===== src/rtl/seg_pkg.sv =====
package seg_pkg;
  localparam int unsigned LID_W    = 8;
  localparam int unsigned N_LID    = 1 << LID_W;
  localparam int unsigned BLEN_W   = 9;
  localparam int unsigned BLEN_MIN = 16;
  localparam int unsigned BLEN_MAX = 256;

  typedef logic [BLEN_W-1:0] blen_t;
  typedef logic [LID_W-1:0]  lid_t;

  function automatic blen_t clamp_blen(input blen_t raw);
    if (raw < blen_t'(BLEN_MIN))      return blen_t'(BLEN_MIN);
    else if (raw > blen_t'(BLEN_MAX)) return blen_t'(BLEN_MAX);
    else                              return raw;
  endfunction
endpackage


===== src/rtl/seg_map_table.sv =====
module seg_map_table
  import seg_pkg::*;
#(
  parameter int unsigned PORT_W = 4
) (
  input  logic              clk_i,
  input  logic              rst_ni,
  input  logic              we_i,
  input  lid_t              wr_lid_i,
  input  logic [PORT_W-1:0] wr_port_i,
  input  logic              wr_en_i,
  input  lid_t              rd_lid_i,
  output logic [PORT_W-1:0] rd_port_o,
  output logic              rd_en_o
);
  logic [PORT_W-1:0] port_q [N_LID];
  logic [N_LID-1:0]  en_q;

  for (genvar g = 0; g < N_LID; g++) begin : g_ent
    always_ff @(posedge clk_i or negedge rst_ni) begin
      if (!rst_ni) begin
        port_q[g] <= '0;
        en_q[g]   <= 1'b0;
      end else if (we_i && wr_lid_i == lid_t'(g)) begin
        port_q[g] <= wr_port_i;
        en_q[g]   <= wr_en_i;
      end
    end
  end

  assign rd_port_o = port_q[rd_lid_i];
  assign rd_en_o   = en_q[rd_lid_i];
endmodule


===== src/rtl/seg_cfg.sv =====
module seg_cfg
  import seg_pkg::*;
(
  input  logic  clk_i,
  input  logic  rst_ni,
  input  logic  we_i,
  input  logic  en_i,
  input  blen_t blen_i,
  output logic  en_o,
  output blen_t blen_eff_o
);
  blen_t blen_raw_q;
  logic  en_q;

  always_ff @(posedge clk_i or negedge rst_ni) begin
    if (!rst_ni) begin
      en_q       <= 1'b0;
      blen_raw_q <= blen_t'(BLEN_MIN);
    end else if (we_i) begin
      en_q       <= en_i;
      blen_raw_q <= blen_i;
    end
  end

  assign en_o       = en_q;
  assign blen_eff_o = clamp_blen(blen_raw_q);
endmodule


===== src/rtl/seg_cutter.sv =====
module seg_cutter
  import seg_pkg::*;
#(
  parameter int unsigned PORT_W = 4,
  parameter int unsigned DROP_W = 16
) (
  input  logic              clk_i,
  input  logic              rst_ni,
  input  logic              in_valid_i,
  output logic              in_ready_o,
  input  logic              in_sop_i,
  input  logic              in_eop_i,
  input  logic [PORT_W-1:0] lk_port_i,
  input  logic              lk_en_i,
  input  logic              glob_en_i,
  input  blen_t             blen_eff_i,
  output logic              out_valid_o,
  input  logic              out_ready_i,
  output logic [PORT_W-1:0] out_port_o,
  output logic              out_sob_o,
  output logic              out_eob_o,
  output logic [DROP_W-1:0] drop_cnt_o
);
  logic              in_pkt_q, drop_q;
  logic [PORT_W-1:0] port_q;
  blen_t             blen_q, cnt_q;
  logic [DROP_W-1:0] drop_cnt_q;

  logic              first, drop_cur, gate, last_b, xfer;
  blen_t             cnt_cur, blen_cur;

  // first byte: explicit start, or any byte after a completed packet
  assign first    = in_sop_i | ~in_pkt_q;
  assign drop_cur = first ? ~lk_en_i   : drop_q;
  assign cnt_cur  = first ? '0         : cnt_q;
  assign blen_cur = first ? blen_eff_i : blen_q;
  // disabled egress holds back burst starts; an in-progress drop drains
  assign gate     = ~glob_en_i & (cnt_cur == '0) & (first | ~drop_q);
  assign last_b   = in_eop_i | (cnt_cur == blen_cur - blen_t'(1));

  assign out_valid_o = in_valid_i & ~gate & ~drop_cur;
  assign in_ready_o  = ~gate & (drop_cur | out_ready_i);
  assign xfer        = in_valid_i & in_ready_o;

  assign out_port_o = first ? lk_port_i : port_q;
  assign out_sob_o  = (cnt_cur == '0);
  assign out_eob_o  = last_b;
  assign drop_cnt_o = drop_cnt_q;

  always_ff @(posedge clk_i or negedge rst_ni) begin
    if (!rst_ni) begin
      in_pkt_q   <= 1'b0;
      drop_q     <= 1'b0;
      port_q     <= '0;
      blen_q     <= blen_t'(BLEN_MIN);
      cnt_q      <= '0;
      drop_cnt_q <= '0;
    end else if (xfer) begin
      in_pkt_q <= ~in_eop_i;
      if (first) begin
        drop_q <= ~lk_en_i;
        port_q <= lk_port_i;
        blen_q <= blen_eff_i;
        if (!lk_en_i) drop_cnt_q <= drop_cnt_q + DROP_W'(1);
      end
      cnt_q <= (drop_cur | last_b) ? '0 : cnt_cur + blen_t'(1);
    end
  end
endmodule


===== src/rtl/burst_segmenter.sv =====
module burst_segmenter
  import seg_pkg::*;
#(
  parameter int unsigned PORT_W = 4,
  parameter int unsigned DROP_W = 16
) (
  input  logic              clk_i,
  input  logic              rst_ni,
  input  logic              in_valid_i,
  output logic              in_ready_o,
  input  logic [7:0]        in_data_i,
  input  logic              in_sop_i,
  input  logic              in_eop_i,
  input  logic [7:0]        in_lid_i,
  input  logic              map_we_i,
  input  logic [7:0]        map_lid_i,
  input  logic [PORT_W-1:0] map_port_i,
  input  logic              map_en_i,
  input  logic              glob_we_i,
  input  logic              glob_en_i,
  input  logic [8:0]        glob_blen_i,
  output logic              out_valid_o,
  input  logic              out_ready_i,
  output logic [7:0]        out_data_o,
  output logic [PORT_W-1:0] out_port_o,
  output logic              out_sob_o,
  output logic              out_eob_o,
  output logic              out_eop_o,
  output logic [DROP_W-1:0] drop_cnt_o
);
  logic [PORT_W-1:0] lk_port;
  logic              lk_en;
  logic              glob_en;
  blen_t             blen_eff;

  seg_map_table #(.PORT_W(PORT_W)) u_map (
    .clk_i     (clk_i),
    .rst_ni    (rst_ni),
    .we_i      (map_we_i),
    .wr_lid_i  (map_lid_i),
    .wr_port_i (map_port_i),
    .wr_en_i   (map_en_i),
    .rd_lid_i  (in_lid_i),
    .rd_port_o (lk_port),
    .rd_en_o   (lk_en)
  );

  seg_cfg u_cfg (
    .clk_i      (clk_i),
    .rst_ni     (rst_ni),
    .we_i       (glob_we_i),
    .en_i       (glob_en_i),
    .blen_i     (glob_blen_i),
    .en_o       (glob_en),
    .blen_eff_o (blen_eff)
  );

  seg_cutter #(.PORT_W(PORT_W), .DROP_W(DROP_W)) u_cut (
    .clk_i       (clk_i),
    .rst_ni      (rst_ni),
    .in_valid_i  (in_valid_i),
    .in_ready_o  (in_ready_o),
    .in_sop_i    (in_sop_i),
    .in_eop_i    (in_eop_i),
    .lk_port_i   (lk_port),
    .lk_en_i     (lk_en),
    .glob_en_i   (glob_en),
    .blen_eff_i  (blen_eff),
    .out_valid_o (out_valid_o),
    .out_ready_i (out_ready_i),
    .out_port_o  (out_port_o),
    .out_sob_o   (out_sob_o),
    .out_eob_o   (out_eob_o),
    .drop_cnt_o  (drop_cnt_o)
  );

  assign out_data_o = in_data_i;
  assign out_eop_o  = in_eop_i;
endmodule


===== config.mk =====
export PLATFORM = sky130hd
export DESIGN_NAME = burst_segmenter
export DESIGN_NICKNAME = d
export VERILOG_FILES = /design/src/rtl/seg_pkg.sv /design/src/rtl/seg_map_table.sv /design/src/rtl/seg_cfg.sv /design/src/rtl/seg_cutter.sv /design/src/rtl/burst_segmenter.sv
export SDC_FILE = /design/constraint.sdc
export NUM_CORES = 2
export LEC_CHECK = 0
export CORE_MARGIN = 2
export CORE_UTILIZATION = 45
export DETAILED_ROUTE_END_ITERATION = 8
export PLACE_DENSITY = 0.7
export RECOVER_POWER = 25
export SLEW_MARGIN = 20
export SYNTH_ARGS = -nofsm -noshare
export SYNTH_HDL_FRONTEND = slang
export SYNTH_SLANG_ARGS = --single-unit

===== constraint.sdc =====
create_clock -name clk_i -period 4.2 [get_ports clk_i]
set_input_delay 0.84 -clock clk_i [delete_from_list [all_inputs] [get_ports clk_i]]
set_output_delay 0.84 -clock clk_i [all_outputs]
set_load 0.1 [all_outputs]

==> results.toml <==
[layout]
filler_cell_count = 10900
nNetsFinal = 4448
fraction_of_layout_cells_with_a_size_suffix_above_1 = 0.539
antenna-diode-count = 0
combined_area_of_the_multi_input_logic_cells_sq_um = 27500
stdcell_count = 6290
area.sequential_sq_um = 33300
postLayoutCellArea_sq_um = 72900
area_growth_pct = 18.1

[synth]
synth-edff-count = 0
synth.top_cell.area_share = 0.539
netlist_top_cells_area = "sky130_fd_sc_hd__dfrtp_1, sky130_fd_sc_hd__mux2_2, sky130_fd_sc_hd__mux4_2, sky130_fd_sc_hd__nor2_1, sky130_fd_sc_hd__clkbuf_1"
netlist_instances = 4066
synthesis.area_per_instance_sq_um = 15.2
synth_common_cells = "sky130_fd_sc_hd__dfrtp_1, sky130_fd_sc_hd__mux2_2, sky130_fd_sc_hd__mux4_2"
asyncSetResetFlopFracSynth = 1.00
synth_top_area_cell = "sky130_fd_sc_hd__dfrtp_1"
most_numerous_cell_in_the_yosys_netlist = "sky130_fd_sc_hd__dfrtp_1"
synth_seq_cells = 1330
synth_seq_area_share = 0.540
postSynth.topFlopCell = "sky130_fd_sc_hd__dfrtp_1"
synth.net_count = 4117
yosys_warns = 0
count_of_cell_types_in_the_netlist = 66
mappedNetlistArea_sq_um = 61700

[power_and_ir_drop]
leakage_uw = 0.0342
power.sequential.fraction = 0.459
p_switching_uw = 7690
worst_case_vdd_ir_drop_mv = 0.317
power.internal_uw = 22600
swShare = 0.254
report.power.total_uw = 30300
power-per-cell-area_nw_per_um2 = 416
power.share.clock = 0.421
combPwrFrac = 0.120

[floorplanning]
dieHeight_um = 374
design.die.area_sq_um = 140000
floorplan.rows = 135
die_x_um = 374
initial_core_utilization = 0.454
core_area_sq_um = 136000
boundaryPins = 80

[cts]
cts.htree.levels = 4
cts-buffers-inserted = 143
insertion_delay_ns = 0.78
cts_sinks = 1330
cts.path.max_buffers = 3
cts.clk_slew.worst_paths_ns = 0.06
tritoncts_clock_tree = "built"
ctsRootBufferMaster = "sky130_fd_sc_hd__clkbuf_16"

[run_status]
violated_checks = "max-capacitance violations, max-slew violations, negative setup slack"
status = "finished with violations"

[critical_path]
timing.critical_path.arrival_ns = 3.70
crit_path_top_delay_cell = "sky130_fd_sc_hd__mux4_2"
rr_startpoint = "u_map.en_q[85]$_DFFE_PN0P_"
slowest_delay_ns = 0.58
setup.worst_path.start_class = "input port"
critical_path_required_ns = 3.36
crit_path_frequent_cell = "sky130_fd_sc_hd__buf_12"
setup.worst_path.end_class = "output pin"
crit_path_start = "in_lid_i[0]"
crit_buf_inv = 7
timing.critical_path.cells = "buf_16 > buf_12 > buf_12 > buf_12 > mux4_2 > mux4_2 > a22oi_2 > buf_4 > a21oi_1 > buf_4 > a21oi_2 > o22ai_4 > nor2_2 > nor2_2 > buf_12"
worstPathMaxFanout = 7
worst-setup-path-type = "in -> out"
family_with_the_most_delay_on_the_worst_path = "multiplexers"

[drt]
routed-via-count = 37600
detailedRoute.firstIterationViolations = 3184
drt-pass1-iter-count = 5
final_antenna_net_count = 0
drc = 0
wirelength_um = 165000
via_per_inst = 5.98
routed_wire_length_per_instance_um = 26.2

[grt]
initial_antenna_violation_count = 2
first_global_vias = 39100
grtUsageTotal = 0.237
grt_pass1_wl_um = 254000
grt_remaining_overflow = 0
grt_max_degree = 135

[timing]
maximum_operating_frequency_ghz = 0.220
timing.hold.ws_ns = 0.485
slew_viol_final = 126
timing_worst_slew_pin_value_ns = 3.92
fin_crit_sh = 1.08
max_transition_margin = -1.61
totalNegativeSetupSlack_ns = -1.70
finalClockSkew_ns = 0.0206
finalWorstPathRequiredPeriod_ns = 4.54
grt_setup_unrepaired = "true"
final-hold-violation-count = 0
final_critical_path_setup_slack_ns = -0.341
setup_viol_count_final = 7

[placed_design]
post_dp_cell_area_sq_um = 66900
detailed_place_hpwl_um = 109000
finalWeightedCongestion = 0.893
post-place-cells = 5971
buffer_ports.inserted = 63

[run]
drv.max_cap_violation_count = 1

[hold_path]
hold_path_startpoint = "u_cut.drop_cnt_o[15]$_DFFE_PN0P_"
worstHoldPathType = "reg -> reg"
[routing by layer]
layer,routed length [um],track usage
met4,4610,0.0696
met3,10700,0.0507
met1,71800,0.336
met2,77500,0.369
met5,16,0
[metrics by stage]
| step | utilization | setup slack [ns] |
|---|---|---|
| after floorplan | - | -0.0975 |
| after global placement | 0.493 | -1.15 |
| after detailed placement | 0.493 | -1.11 |
| after CTS | 0.533 | -0.389 |
| after global routing | 0.537 | -0.407 |
| final | 0.537 | -0.341 |
[cell usage in the layout, fill, tap and decap left out, types with 7 or more instances in the layout]
| cell type | netlist | final |
|---|---|---|
| sky130_fd_sc_hd__xnor2_1 | 21 | 21 |
| sky130_fd_sc_hd__nand4_1 | 12 | 12 |
| sky130_fd_sc_hd__clkdlybuf4s50_1 | 0 | 43 |
| sky130_fd_sc_hd__nand3b_1 | 7 | 7 |
| sky130_fd_sc_hd__a22oi_1 | 46 | 30 |
| sky130_fd_sc_hd__o31ai_1 | 9 | 8 |
| sky130_fd_sc_hd__mux2i_1 | 37 | 37 |
| sky130_fd_sc_hd__nor3_1 | 19 | 13 |
| sky130_fd_sc_hd__nand2b_1 | 13 | 13 |
| sky130_fd_sc_hd__and3_1 | 10 | 10 |
| sky130_fd_sc_hd__nand2_1 | 148 | 146 |
| sky130_fd_sc_hd__clkinvlp_4 | 0 | 7 |
| sky130_fd_sc_hd__clkbuf_1 | 215 | 25 |
| sky130_fd_sc_hd__buf_6 | 2 | 21 |
| sky130_fd_sc_hd__clkbuf_8 | 0 | 38 |
| sky130_fd_sc_hd__nor2_1 | 240 | 226 |
| sky130_fd_sc_hd__a22oi_2 | 0 | 16 |
| sky130_fd_sc_hd__nor2b_1 | 18 | 17 |
| sky130_fd_sc_hd__buf_16 | 0 | 9 |
| sky130_fd_sc_hd__dfrtp_1 | 1328 | 1326 |
| sky130_fd_sc_hd__clkbuf_16 | 0 | 151 |
| sky130_fd_sc_hd__mux4_2 | 368 | 368 |
| sky130_fd_sc_hd__mux2_2 | 1301 | 1301 |
| sky130_fd_sc_hd__inv_1 | 13 | 13 |
| sky130_fd_sc_hd__buf_12 | 0 | 65 |
| sky130_fd_sc_hd__and2_1 | 10 | 10 |
| sky130_fd_sc_hd__buf_4 | 20 | 324 |
| sky130_fd_sc_hd__nor2_2 | 0 | 7 |
| sky130_fd_sc_hd__nor2_4 | 0 | 7 |
| sky130_fd_sc_hd__nand3_1 | 28 | 28 |
| sky130_fd_sc_hd__clkinv_2 | 0 | 30 |
| sky130_fd_sc_hd__a21oi_1 | 21 | 16 |
[logic make-up (layout without fill, tap and decap cells)]
family	after synthesis	in the layout	share of synthesized area
xor gates and xnor gates	26	26	0.00369
and+or+nand+nor	536	536	0.0389
DFF	1330	1330	0.540
adders and majority gates	4	4	0.000812
AOI/OAI and AO/OA	142	142	0.0170
buffers and inverters	322	765	0.0221
muxes	1706	1706	0.378
[power groups by stage]
stage / Combinational (uW) / Sequential (uW) / Clock (uW)
after floorplan: 2010 / 14100 / 0
after global placement: 3390 / 14100 / 0
after detailed placement: 3450 / 14100 / 0
after CTS: 3580 / 13900 / 13000
after global routing: 3890 / 14000 / 13500
final: 3650 / 13900 / 12700
[path summary, 6_finish.rpt]
kind,to,slack [ns],depth (start not counted)
min,u_cut.drop_cnt_o[15]$_DFFE_PN0P_,0.48,1
max in group asynchronous,u_map.en_q[4]$_DFFE_PN0P_,0.40,2
max,out_port_o[0],-0.34,15
max reg2reg,u_cut.blen_q[2]$_DFFE_PN0P_,0.91,13
min reg2reg,u_cut.drop_cnt_o[15]$_DFFE_PN0P_,0.48,1
min in group asynchronous,u_map.port_q[930]$_DFFE_PN0P_,1.34,1
[repair_timing]
action,in CTS,in global routing
setup buffers,32,30
gates resized for setup,75,55
gates cloned,2,3
hold buffers,0,0
hold endpoints to repair,0,0
setup endpoints to repair,7,7
pin swaps,34,34
[flip-flops by register name, indices dropped and copies added (netlist names), 4 cells and up]
register,count
u_map.en_q,256
u_cut.drop_cnt_o,16
u_map.port_q,1024
u_cut.port_q,4
u_cfg.blen_raw_q,9
u_cut.blen_q,9
u_cut.cnt_q,9
[area by class of cell]
class | instances | share of cell area
clock buffers | 203 | 0.0582
repair buffers | 494 | 0.0685
flip-flops and latches | 1330 | 0.457
inverters | 14 | 0.000893
clock inverters | 54 | 0.00744
well taps | 1781 | 0.0306
multi-input cells | 2414 | 0.377
No activity file was read; power rests on OpenSTA's default activity.
